===== config.mk =====
export PLATFORM = sky130hd
export DESIGN_NAME = lf_clock_serializer
export DESIGN_NICKNAME = d
export VERILOG_FILES = /design/src/rtl/lfr_pkg.sv /design/src/rtl/lfr_rate_sel.sv /design/src/rtl/lfr_bit_divider.sv /design/src/rtl/lfr_frame_seq.sv /design/src/rtl/lf_clock_serializer.sv
export SDC_FILE = /design/constraint.sdc
export NUM_CORES = 1
export LEC_CHECK = 0
export BUFFER_PORTS_ARGS = -buffer_cell sky130_fd_sc_hd__buf_4
export CORE_UTILIZATION = 55
export DETAILED_ROUTE_END_ITERATION = 12
export PLACE_DENSITY = 0.84
export SLEW_MARGIN = 20
export SYNTH_ARGS = -nofsm -noshare
export SYNTH_HDL_FRONTEND = slang
export SYNTH_SLANG_ARGS = --single-unit

===== constraint.sdc =====
create_clock -name clk -period 2.9 [get_ports clk]
set_input_delay 0.29 -clock clk [delete_from_list [all_inputs] [get_ports clk]]
set_output_delay 0.29 -clock clk [all_outputs]
set_load 0.01 [all_outputs]

===== src/rtl/lfr_pkg.sv =====
// Package: shared helpers for the low-frequency reader clock block.
// Assumes the divisor to half-period mapping is a right shift of (D+1).
package lfr_pkg;

    // Clamp a divisor to [dmin, dmax] and map it to a bit half period.
    function automatic int prog_half(input int div, input int dmin,
                                     input int dmax, input int shift);
        int d;
        d = div;
        if (d < dmin) d = dmin;
        if (d > dmax) d = dmax;
        return (d + 1) >> shift;
    endfunction

    // Larger of two integers, used for width sizing.
    function automatic int imax(input int a, input int b);
        return (a > b) ? a : b;
    endfunction

    // Smaller of two integers, used for range checks.
    function automatic int imin(input int a, input int b);
        return (a < b) ? a : b;
    endfunction

endpackage


===== src/rtl/lfr_rate_sel.sv =====
// Module: lfr_rate_sel
// Holds the bit half period, in main clocks, that is in force for the current frame.
// It reloads from the select or divisor inputs only in reset or at a frame end.
// Assumes frame_end is a single-cycle pulse that comes at a bit-clock fall.
module lfr_rate_sel
    import lfr_pkg::*;
#(
    parameter int FIXED_BASE = 11,
    parameter int DIV_W      = 8,
    parameter int DIV_MIN    = 16,
    parameter int DIV_MAX    = 255,
    parameter int DIV_SHIFT  = 3,
    parameter int HALF_W     = 6
) (
    input  logic              clk,
    input  logic              rst_n,
    input  logic              frame_end,
    input  logic              rate_sel,
    input  logic              prog_en,
    input  logic [DIV_W-1:0]  prog_div,
    output logic [HALF_W-1:0] half
);
    localparam int HALF_MIN = imin(FIXED_BASE, (DIV_MIN + 1) >> DIV_SHIFT);
    localparam int HALF_MAX = imax(FIXED_BASE + 1, (DIV_MAX + 1) >> DIV_SHIFT);

    logic [HALF_W-1:0] half_next;

    // Work out the half period the inputs ask for.
    always_comb begin
        if (prog_en)
            half_next = HALF_W'(prog_half(int'(prog_div), DIV_MIN, DIV_MAX, DIV_SHIFT));
        else
            half_next = HALF_W'(FIXED_BASE + int'(rate_sel));
    end

    // Load the half period in reset or at a frame boundary only.
    always_ff @(posedge clk) begin
        if (!rst_n || frame_end)
            half <= half_next;
    end

    // the held half period stays inside the range the clamp allows.
    p_half_range_r7: assert property (@(posedge clk) disable iff (!rst_n)
        (int'(half) >= HALF_MIN) && (int'(half) <= HALF_MAX));

    // the half period changes only after a frame boundary.
    p_half_stable_r8: assert property (@(posedge clk) disable iff (!rst_n)
        !$past(frame_end) |-> $stable(half));

endmodule


===== src/rtl/lfr_bit_divider.sv =====
// Module: lfr_bit_divider
// Divides the main clock down to the serial bit clock. Each level lasts half main clocks.
// Gives a one-cycle pulse on the edge where bit_clk falls, which starts a bit slot.
// Assumes half >= 2 and that half changes only on a fall, when the count restarts.
module lfr_bit_divider #(
    parameter int HALF_W = 6
) (
    input  logic              clk,
    input  logic              rst_n,
    input  logic [HALF_W-1:0] half,
    output logic              bit_clk,
    output logic              bit_fall
);
    logic [HALF_W-1:0] cnt;
    logic              tick;

    assign tick     = (cnt == half - HALF_W'(1));
    assign bit_fall = tick && bit_clk;

    // Count main clocks and toggle the bit clock at the end of each half period.
    always_ff @(posedge clk) begin
        if (!rst_n) begin
            cnt     <= '0;
            bit_clk <= 1'b0;
        end else if (tick) begin
            cnt     <= '0;
            bit_clk <= ~bit_clk;
        end else begin
            cnt <= cnt + HALF_W'(1);
        end
    end

    // the count never runs past the half period in force.
    p_cnt_bound_r1: assert property (@(posedge clk) disable iff (!rst_n)
        cnt < half);

endmodule


===== src/rtl/lfr_frame_seq.sv =====
// Module: lfr_frame_seq
// Keeps track of the bit slot within a frame. Drives the coil and ADC clocks from the slot,
// captures the sample when the ADC clock rises and shifts it out MSB first in the next frame.
// Assumes bit_fall is a single-cycle pulse per bit period.
module lfr_frame_seq #(
    parameter int DATA_W = 8,
    parameter int BIT_W  = 3
) (
    input  logic              clk,
    input  logic              rst_n,
    input  logic              bit_fall,
    input  logic              bit_clk,
    input  logic [DATA_W-1:0] adc_data,
    output logic              frame_end,
    output logic              coil_clk,
    output logic              adc_clk,
    output logic              frame,
    output logic              ser_data
);
    localparam logic [BIT_W-1:0] LAST_SLOT = BIT_W'(DATA_W - 1);
    localparam logic [BIT_W-1:0] MID_SLOT  = BIT_W'(DATA_W / 2);

    logic [BIT_W-1:0]  slot;
    logic [DATA_W-1:0] sample;
    logic [DATA_W-1:0] shreg;

    assign frame_end = bit_fall && (slot == LAST_SLOT);
    assign coil_clk  = (slot < MID_SLOT);
    assign adc_clk   = ~coil_clk;
    assign ser_data  = shreg[DATA_W-1];

    // Advance the slot at each bit fall and wrap it at the end of the frame.
    always_ff @(posedge clk) begin
        if (!rst_n)
            slot <= '0;
        else if (bit_fall)
            slot <= frame_end ? '0 : slot + BIT_W'(1);
    end

    // Capture the ADC value on the fall that makes the ADC clock rise.
    always_ff @(posedge clk) begin
        if (!rst_n)
            sample <= '0;
        else if (bit_fall && (slot == MID_SLOT - BIT_W'(1)))
            sample <= adc_data;
    end

    // Load the captured sample at a frame boundary, otherwise shift left one bit per fall.
    always_ff @(posedge clk) begin
        if (!rst_n) begin
            shreg <= '0;
            frame <= 1'b0;
        end else if (frame_end) begin
            shreg <= sample;
            frame <= 1'b1;
        end else if (bit_fall) begin
            shreg <= {shreg[DATA_W-2:0], 1'b0};
        end
    end

    // serial data moves only together with a bit-clock fall.
    p_ser_on_fall_r5: assert property (@(posedge clk) disable iff (!rst_n)
        $changed(ser_data) |-> $fell(bit_clk));

    // the coil clock changes only at a bit-slot boundary.
    p_coil_on_fall_r2: assert property (@(posedge clk) disable iff (!rst_n)
        $changed(coil_clk) |-> $fell(bit_clk));

    // once frames start, frame stays high until the next reset.
    p_frame_hold_r4: assert property (@(posedge clk) disable iff (!rst_n)
        frame |=> frame);

endmodule


===== src/rtl/lf_clock_serializer.sv =====
// Module: lf_clock_serializer (top)
// Derives bit, coil and ADC clocks from one divider chain and serializes one
// ADC sample per coil period. The unused power and enable outputs are held low.
// Assumes one main clock and a synchronous active-low reset.
module lf_clock_serializer
    import lfr_pkg::*;
#(
    parameter int DATA_W     = 8,
    parameter int FIXED_BASE = 11,
    parameter int DIV_W      = 8,
    parameter int DIV_MIN    = 16,
    parameter int DIV_MAX    = 255,
    parameter int DIV_SHIFT  = 3,
    parameter int EN_W       = 4
) (
    input  logic              clk,
    input  logic              rst_n,
    input  logic              rate_sel,
    input  logic              prog_en,
    input  logic [DIV_W-1:0]  prog_div,
    input  logic [DATA_W-1:0] adc_data,
    output logic              bit_clk,
    output logic              coil_clk,
    output logic              adc_clk,
    output logic              debug_clk,
    output logic              frame,
    output logic              ser_data,
    output logic              hf_pwr,
    output logic [EN_W-1:0]   pwr_en
);
    localparam int HALF_MAX = imax(FIXED_BASE + 1, (DIV_MAX + 1) >> DIV_SHIFT);
    localparam int HALF_W   = $clog2(HALF_MAX + 1);
    localparam int BIT_W    = $clog2(DATA_W);

    logic [HALF_W-1:0] half;
    logic              bit_fall;
    logic              frame_end;

    lfr_rate_sel #(
        .FIXED_BASE (FIXED_BASE),
        .DIV_W      (DIV_W),
        .DIV_MIN    (DIV_MIN),
        .DIV_MAX    (DIV_MAX),
        .DIV_SHIFT  (DIV_SHIFT),
        .HALF_W     (HALF_W)
    ) u_rate (
        .clk       (clk),
        .rst_n     (rst_n),
        .frame_end (frame_end),
        .rate_sel  (rate_sel),
        .prog_en   (prog_en),
        .prog_div  (prog_div),
        .half      (half)
    );

    lfr_bit_divider #(
        .HALF_W (HALF_W)
    ) u_div (
        .clk      (clk),
        .rst_n    (rst_n),
        .half     (half),
        .bit_clk  (bit_clk),
        .bit_fall (bit_fall)
    );

    lfr_frame_seq #(
        .DATA_W (DATA_W),
        .BIT_W  (BIT_W)
    ) u_seq (
        .clk       (clk),
        .rst_n     (rst_n),
        .bit_fall  (bit_fall),
        .bit_clk   (bit_clk),
        .adc_data  (adc_data),
        .frame_end (frame_end),
        .coil_clk  (coil_clk),
        .adc_clk   (adc_clk),
        .frame     (frame),
        .ser_data  (ser_data)
    );

    assign debug_clk = adc_clk;
    assign hf_pwr    = 1'b0;
    assign pwr_en    = '0;

endmodule


# --- Word level (Yosys, flattened, before mapping) ---
# Index checks and enable logic that the tools add are counted.
word_totals:
  ff_bits: 33
  in_bits: 20
  out_inout_bits: 11
  word_cells: 36
op_classes:
  n_addsub: 5
  magnitude_cmp: 3
  eq_ne: 3
  mux: 8
  reduce_logical: 7
  bitwise: 3
op_table:
  columns: ["op", "count"]
  rows:
  - ["$gt A32 B9 Y1 const B", 1]
  - ["$mux W32", 1]
  - ["$mux W8", 3]
  - ["$mux W9", 2]
  - ["$add A9 B2 Y9 const B", 1]
  - ["$lt A8 B5 Y1 const B", 1]
  - ["$add A6 B1 Y6 const B", 1]
  - ["$eq A6 B6 Y1", 1]
  - ["$mux W6", 1]
  - ["$sub A6 B1 Y6 const B", 1]
  - ["$add A4 B1 Y5 const A", 1]
  - ["$add A3 B1 Y3 const B", 1]
  - ["$eq A3 B2 Y1 const B", 1]
  - ["$eq A3 B3 Y1 const B", 1]
  - ["$logic_and A1 B1 Y1", 3]
  - ["$lt A3 B3 Y1 const B", 1]
  - ["$mux W3", 1]
  - ["$not A1 Y1", 3]
  - ["$reduce_bool A2 Y1", 1]
  - ["$reduce_or A2 Y1", 1]
  - ["$logic_not A1 Y1", 1]
  - ["$logic_or A1 B1 Y1", 1]

# --- Longest topological paths before layout ---
# Gate-level depths: netlist of the first run.
depth:
  depth_word: 8
  depth_mapped: 8
  depth_no_buf: 7

# --- Hierarchy ---
# From an unflattened synthesis of the first run, not the netlist that was laid out.
unflattened:
  cells_unflattened: 181
  hier_area_um2: 1794.2
modules_own_cells:
  columns: ["mod", "area_per_inst_um2", "cells_each", "n_inst", "seq_area_each_um2"]
  rows:
  - ["lfr_frame_seq", 939.7, 92, 1, 400.4]
  - ["lfr_bit_divider", 469.2, 50, 1, 140.1]
  - ["lfr_rate_sel", 336.6, 32, 1, 180.2]
  - ["lf_clock_serializer", 48.8, 7, 1, 0.0]

# --- Least setup slack after synthesis of the first run ---
# No wires, ideal clock.
synth_timing:
  kind: "register to register"
  start: "reg u_rate.half[0]"
  end: "reg u_rate.half[0] (enable)"
  synth_period_minus_slack_ns: 2.136
  n_path_buf: 1
  required_ns: 2.543
  setup_slack_ns: 0.764
  path_stages_with_launch: 9
  arrival_time_ns: 1.780
  setup_time_ns: 0.357
  path_cell_list: "edfxtp_1 > inv_1 > ha_1 > xnor2_1 > nor2_1 > o2111a_1 > buf_2 > nand2_1 > o21ai_1"
synth_via:
  elab_chain_len: 5
synth_lines:
  columns: ["item", "line", "source"]
  rows:
  - ["from (decl)", "lfr_rate_sel.sv:21", "output logic [HALF_W-1:0] half"]
  - ["from (signal assigned)", "lfr_rate_sel.sv:39", "half <= half_next;"]
  - ["$sub A6 B1 Y6", "lfr_bit_divider.sv:17", "assign tick = (cnt == half - HALF_W'(1));"]
  - ["$eq A6 B6 Y1", "lfr_bit_divider.sv:17", null]
  - ["$logic_and A1 B1 Y1", "lfr_bit_divider.sv:18", "assign bit_fall = tick && bit_clk;"]
  - ["$logic_and A1 B1 Y1", "lfr_frame_seq.sv:27", "assign frame_end = bit_fall && (slot == LAST_SLOT);"]
  - ["$logic_or A1 B1 Y1", "lfr_rate_sel.sv:38", "if (!rst_n || frame_end)"]
# No other way between the ends.
# A chain may end at the register's enable or synchronous reset.

# --- Worst setup path after layout of the first run ---
# Same ends and word-level chain as after synthesis.

==> impl_metrics.yaml, run 1 <==
timing:
  fmax_ghz: 0.388
  rsz0062_at_grt: "no"
  min_period_over_period: 0.889
  fin_hold_ws_ns: 0.192
  post-route-min-period_ns: 2.58
  setup_violations: 0
  slew_viol_final: 0
  skew_ns: 0.0117
  setup_ws_ns: 0.322
  worstMarginPinSlew_ns: 0.590
  slew_headroom: 0.607
  hold_violations: 0
  setup_tns_ns: 0
power_and_ir_drop:
  leakage_nw: 0.842
  peakVddDrop_mv: 0.370
  p_per_area_nw_per_um2: 475
  total_power_mw: 0.930
logic_synthesis:
  ys_ff_latch: 33
  ys_top_cells_by_area: "dfxtp_1 32%, edfxtp_1 11%, mux2i_1 8.8%"
  post_synth_inst_count: 181
  yosys.area.top_type: "dfxtp_1"
  synth.top_cells.by_count: "27 x dfxtp_1, 22 x nand2_1, 16 x nor2_1"
  ys.flop_type: "dfxtp_1"
  synth_edf_count: 6
  yosysWarnings: 0
  synth_top_area_share: 0.316
  avgSynthCellArea_um2: 9.46
  synth_area_um2: 1710
  netlist-cell-type-count: 38
  yosysMostFrequentCell: "dfxtp_1"
  synthArstFlopShare: 0
  ys_seq_area_frac: 0.421
setup_path:
  end_kind: "register"
  cp_top_family: "compound AO/OA/AOI/OAI gates"
  cp_cell_sequence: "inv_1 -> ha_1 -> xnor2_1 -> nor2_1 -> o2111a_1 -> nand2_1 -> o21ai_1"
  crit_fanout: 10
  crit_arrival_ns: 2.57
  critPathSlowestCell: "o21ai_1"
  ff2ff_path_depth: 7
  criticalPathCategory: "reg2reg"
  crit_cells: 7
  cp-start-kind: "register"
  cpPeakStageDelay_ns: 0.45
  crit_buf_inv: 1
  critPathRequiredTime_ns: 2.89
clock_network:
  tritoncts: "built"
  htree_levels: 2
  cts_made_buffers: 5
  cts_max_path_buffers: 2
  clk_pin_slew_ns: 0.11
  cts-root-buf: "clkbuf_4"
  post_cts_buffers: 0
  ctsHoldBuffers: 0
  cts_resized: 0
  cts.sinks: 33
  insertion_delay_ns: 0.34
place:
  pre_cts_slack_ns: 0.370
  place_inst: 229
  portBuffers: 25
  post-dp-hpwl_um: 2470
  gp_congestion: 0.905
  placed_cell_area_um2: 1880
routing:
  drc: 0
  vias: 1360
  wl_per_cell_um: 14.0
  wl_um: 3320
  ant_nets: 0
  drt_first_pass_iters: 6
  vias_per_cell: 5.74
  initialDrtViolationCount: 70
final_layout:
  drive_gt1_frac: 0.184
  final_core_util: 0.687
  final_cells: 237
  nets: 230
  stdcell_area_um2: 1960
  antennaDiodeCount: 0
  area_delta_synth_final_pct: 14.5
floorplanning:
  dieArea_um2: 3340
  placeableCoreArea_um2: 2850
  start_util: 0.600
  fp.dieH_um: 57.8
  row_count: 19
  pin_count: 31
  die_x_um: 57.8
worst_hold_path:
  hold_path_depth: 3
  hold_path_class: "in2reg"
global_route:
  globalRouteOverflowTotal: 0
  grt_pass1_vias: 1339
  grt_use_total: 0.230
  antenna_found_initial: 0
  grt_max_degree: 32
  grt_pass1_wl_um: 5820
flow_run:
  max-cap-violations: 0
run_status:
  outcome: "complete, no violations"
==> metal layers <==
| metal | vias up | share of wire | track usage |
|---|---|---|---|
| met4 | 0 | 0.023 | 0.116 |
| met3 | 9 | 0.043 | 0.0625 |
| met5 | - | 0 | 0 |
| met1 | 634 | 0.44 | 0.269 |
| li1 | 680 | - | - |
| met2 | 37 | 0.49 | 0.386 |
==> cells in the final DEF (no fill, tap or decap), types with 2 or more instances in the layout <==
| cell | instances |
|---|---|
| dfxtp_1 | 27 |
| buf_4 | 25 |
| nand2_1 | 22 |
| nor2_1 | 16 |
| mux2i_1 | 15 |
| nand3_1 | 12 |
| inv_1 | 7 |
| xnor2_1 | 7 |
| xor2_1 | 7 |
| o211a_1 | 7 |
| a21oi_1 | 6 |
| edfxtp_1 | 6 |
| ha_1 | 5 |
| conb_1 | 5 |
| clkbuf_4 | 5 |
| o21ai_1 | 4 |
| o211ai_1 | 3 |
| o41ai_1 | 2 |
| nor2_2 | 2 |
| nor3_1 | 2 |
| a21o_1 | 2 |
==> worst register-to-register path, cell delays in order, from the launching register on <==
cell and delay [ns]:
edfxtp_1 0.43, inv_1 0.07, ha_1 0.33, xnor2_1 0.14, nor2_1 0.23, o2111a_1 0.43
nand2_1 0.16, o21ai_1 0.45
==> cell families after synthesis <==
logic type	share of synthesized area
flops	0.421
mux	0.0877
other cells	0.00219
fa+ha+maj	0.0365
buf+inv	0.0562
simple gates	0.158
xor+xnor	0.0716
compound gates	0.167
==> flip-flops by register name (all words and copies together) (netlist names) <==
name           flops
u_div.bit_clk      1
u_div.cnt          6
u_rate.half        6
u_seq.frame        1
u_seq.sample       8
u_seq.shreg        8
u_seq.slot         3
==> power breakdown <==
group | internal, mW | total, mW | leakage (nW) | switching (mW)
logic | 0.0449 | 0.105 | 0.525 | 0.0604
registers | 0.477 | 0.489 | 0.275 | 0.0117
clock network | 0.181 | 0.336 | 0.0422 | 0.156
==> worst paths after layout <==
kind,endpoint,start,slack [ns]
hold / removal,u_seq.sample[6],adc_data[6],0.19
setup / recovery,u_rate.half[0],u_rate.half[0],0.32
hold reg to reg,u_seq.sample[6],u_seq.sample[6],0.47
setup reg to reg,u_rate.half[0],u_rate.half[0],0.32
==> area by class of cell <==
class,instances,area (um2)
Fill cell,223,892
Clock inverter,2,35.0
Clock buffer,6,41.3
Sequential cell,33,721
Inverter,7,26.3
Multi-Input combinational cell,133,911
Tap cell,31,38.8
Timing Repair Buffer,25,188
Power figures use the tool's default switching activity.
==> run 2, diff against run 1 <==
--- a/config.mk
+++ b/config.mk
@@ -6,9 +6,12 @@
 export NUM_CORES = 1
 export LEC_CHECK = 0
 export BUFFER_PORTS_ARGS = -buffer_cell sky130_fd_sc_hd__buf_4
+export CORE_MARGIN = 3
 export CORE_UTILIZATION = 55
+export CTS_CLUSTER_DIAMETER = 60
 export DETAILED_ROUTE_END_ITERATION = 12
 export PLACE_DENSITY = 0.84
+export RECOVER_POWER = 25
 export SLEW_MARGIN = 20
 export SYNTH_ARGS = -nofsm -noshare
 export SYNTH_HDL_FRONTEND = slang
==> impl_metrics.yaml, run 2 (synthesis gave the netlist of run 1 again) <==
global_route:
  grt_max_degree: 32
  grt_pass1_wl_um: 5720
  grt_use_total: 0.205
  globalRouteOverflowTotal: 0
  grt_pass1_vias: 1334
  antenna_found_initial: 0
timing:
  fmax_ghz: 0.393
  rsz0062_at_grt: "no"
  skew_ns: 0.00730
  worstMarginPinSlew_ns: 0.582
  post-route-min-period_ns: 2.55
  min_period_over_period: 0.878
  setup_violations: 0
  slew_viol_final: 0
  setup_tns_ns: 0
  slew_headroom: 0.612
  hold_violations: 0
setup_path:
  end_kind: "register"
  cp-start-kind: "register"
  cp_cell_sequence: "inv_1 -> ha_1 -> xnor2_1 -> nor2_1 -> o2111a_1 -> nand2_1 -> o21ai_1"
  critPathSlowestCell: "o21ai_1"
  ff2ff_path_depth: 7
  critPathRequiredTime_ns: 2.90
  criticalPathCategory: "reg2reg"
  crit_buf_inv: 1
  r2r_start: "u_rate.half[0]"
  cpPeakStageDelay_ns: 0.45
  cp-startpoint: "u_rate.half[0]"
  rrSetupSlack_ns: 0.35
  cp-endpoint: "u_rate.half[0]"
  reg2reg_to: "u_rate.half[0]"
  crit_fanout: 10
  cp_top_family: "compound AO/OA/AOI/OAI gates"
  crit_cells: 7
  crit_arrival_ns: 2.54
clock_network:
  ctsHoldBuffers: 0
  cts-root-buf: "clkbuf_4"
  cts_max_path_buffers: 2
  post_cts_buffers: 0
  cts_made_buffers: 5
  htree_levels: 2
  clk_pin_slew_ns: 0.10
  cts_resized: 0
  insertion_delay_ns: 0.35
  tritoncts: "built"
  cts.sinks: 33
floorplanning:
  row_count: 19
  fp.dieH_um: 61.8
  pin_count: 31
  start_util: 0.600
  die_x_um: 61.8
  dieArea_um2: 3820
  placeableCoreArea_um2: 2850
power_and_ir_drop:
  peakVddDrop_mv: 0.299
  leakage_nw: 0.817
  total_power_mw: 0.934
  p_per_area_nw_per_um2: 482
final_layout:
  antennaDiodeCount: 0
  largest_registers: "u_seq.sample x8, u_seq.shreg x8"
  area_delta_synth_final_pct: 13.1
  mostFrequentLayoutCell: "dfxtp_1"
  final_cell_mix: "27 x dfxtp_1, 22 x nand2_1, 18 x buf_4"
  drive_gt1_frac: 0.155
  nets: 230
  final_core_util: 0.679
place:
  portBuffers: 25
  gp_congestion: 0.917
  post-dp-hpwl_um: 2510
run_status:
  outcome: "complete, no violations"
routing:
  wl_um: 3380
  vias_per_cell: 5.76
  drt_first_pass_iters: 4
  drc: 0
  initialDrtViolationCount: 76
  wl_per_cell_um: 14.2
  ant_nets: 0
  vias: 1366
worst_hold_path:
  hold_path_class: "in2reg"
flow_run:
  max-cap-violations: 0
run 2: changes by cell type in the layout (fill, tap and decap cells not counted):
cell      delta
clkbuf_1     +6
clkbuf_4     +1
buf_4        -7
run 2: per-stage QoR:
step                instances  instance area [um2]  setup slack [ns]  hold WS [ns]
floorplan                 185                 1730             0.764         0.432
global placement          229                 1880             0.546         0.446
detailed placement        229                 1880             0.359         0.450
CTS                       237                 1960             0.343         0.184
global route              237                 1940             0.181         0.185
finish                    237                 1940             0.354         0.184
run 2: area by class of cell:
| cell class | instances | area [um2] |
|---|---|---|
| Clock buffer | 6 | 41.3 |
| Clock inverter | 2 | 35.0 |
| Multi-Input combinational cell | 133 | 911 |
| Inverter | 7 | 26.3 |
| Sequential cell | 33 | 721 |
| Timing Repair Buffer | 25 | 165 |
| Tap cell | 31 | 38.8 |
| Fill cell | 244 | 915 |
run 2: how the worst min path moves through the flow:
stage | start | to | slack (ns) | cells after the start
6_report | adc_data[4] | u_seq.sample[4] | 0.18 | 3
5_1_grt | adc_data[6] | u_seq.sample[6] | 0.19 | 3
4_1_cts | adc_data[4] | u_seq.sample[4] | 0.18 | 3
3_5_place_dp | u_seq.sample[0] | u_seq.sample[0] | 0.45 | 2
3_3_place_gp | u_seq.sample[2] | u_seq.sample[2] | 0.45 | 2
2_1_floorplan | adc_data[0] | u_seq.sample[0] | 0.43 | 2
run 2: worst reg2reg max path: cells and delay by family (launching register included):
| kind | cells | cell delay (ns) |
|---|---|---|
| AOI/OAI and AO/OA | 2 | 0.88 |
| xor gates and xnor gates | 1 | 0.14 |
| adders and majority gates | 1 | 0.32 |
| buffers and inverters | 1 | 0.07 |
| DFF | 1 | 0.43 |
| and+or+nand+nor | 2 | 0.37 |
run 2: metal layers:
metal,part of all wire,GRT usage,routed length (um),vias up
li1,-,-,-,681
met1,0.43,0.242,1450,627
met2,0.48,0.333,1630,45
met3,0.062,0.0620,211,13
met4,0.027,0.109,90,0
met5,0,0,0,-
run 2: where the power goes:
group          leakage (nW)  switching (mW)  internal [mW]
clock network        0.0422           0.163          0.181
registers             0.275          0.0114          0.477
logic                 0.500          0.0581         0.0438
total                 0.817           0.232          0.702
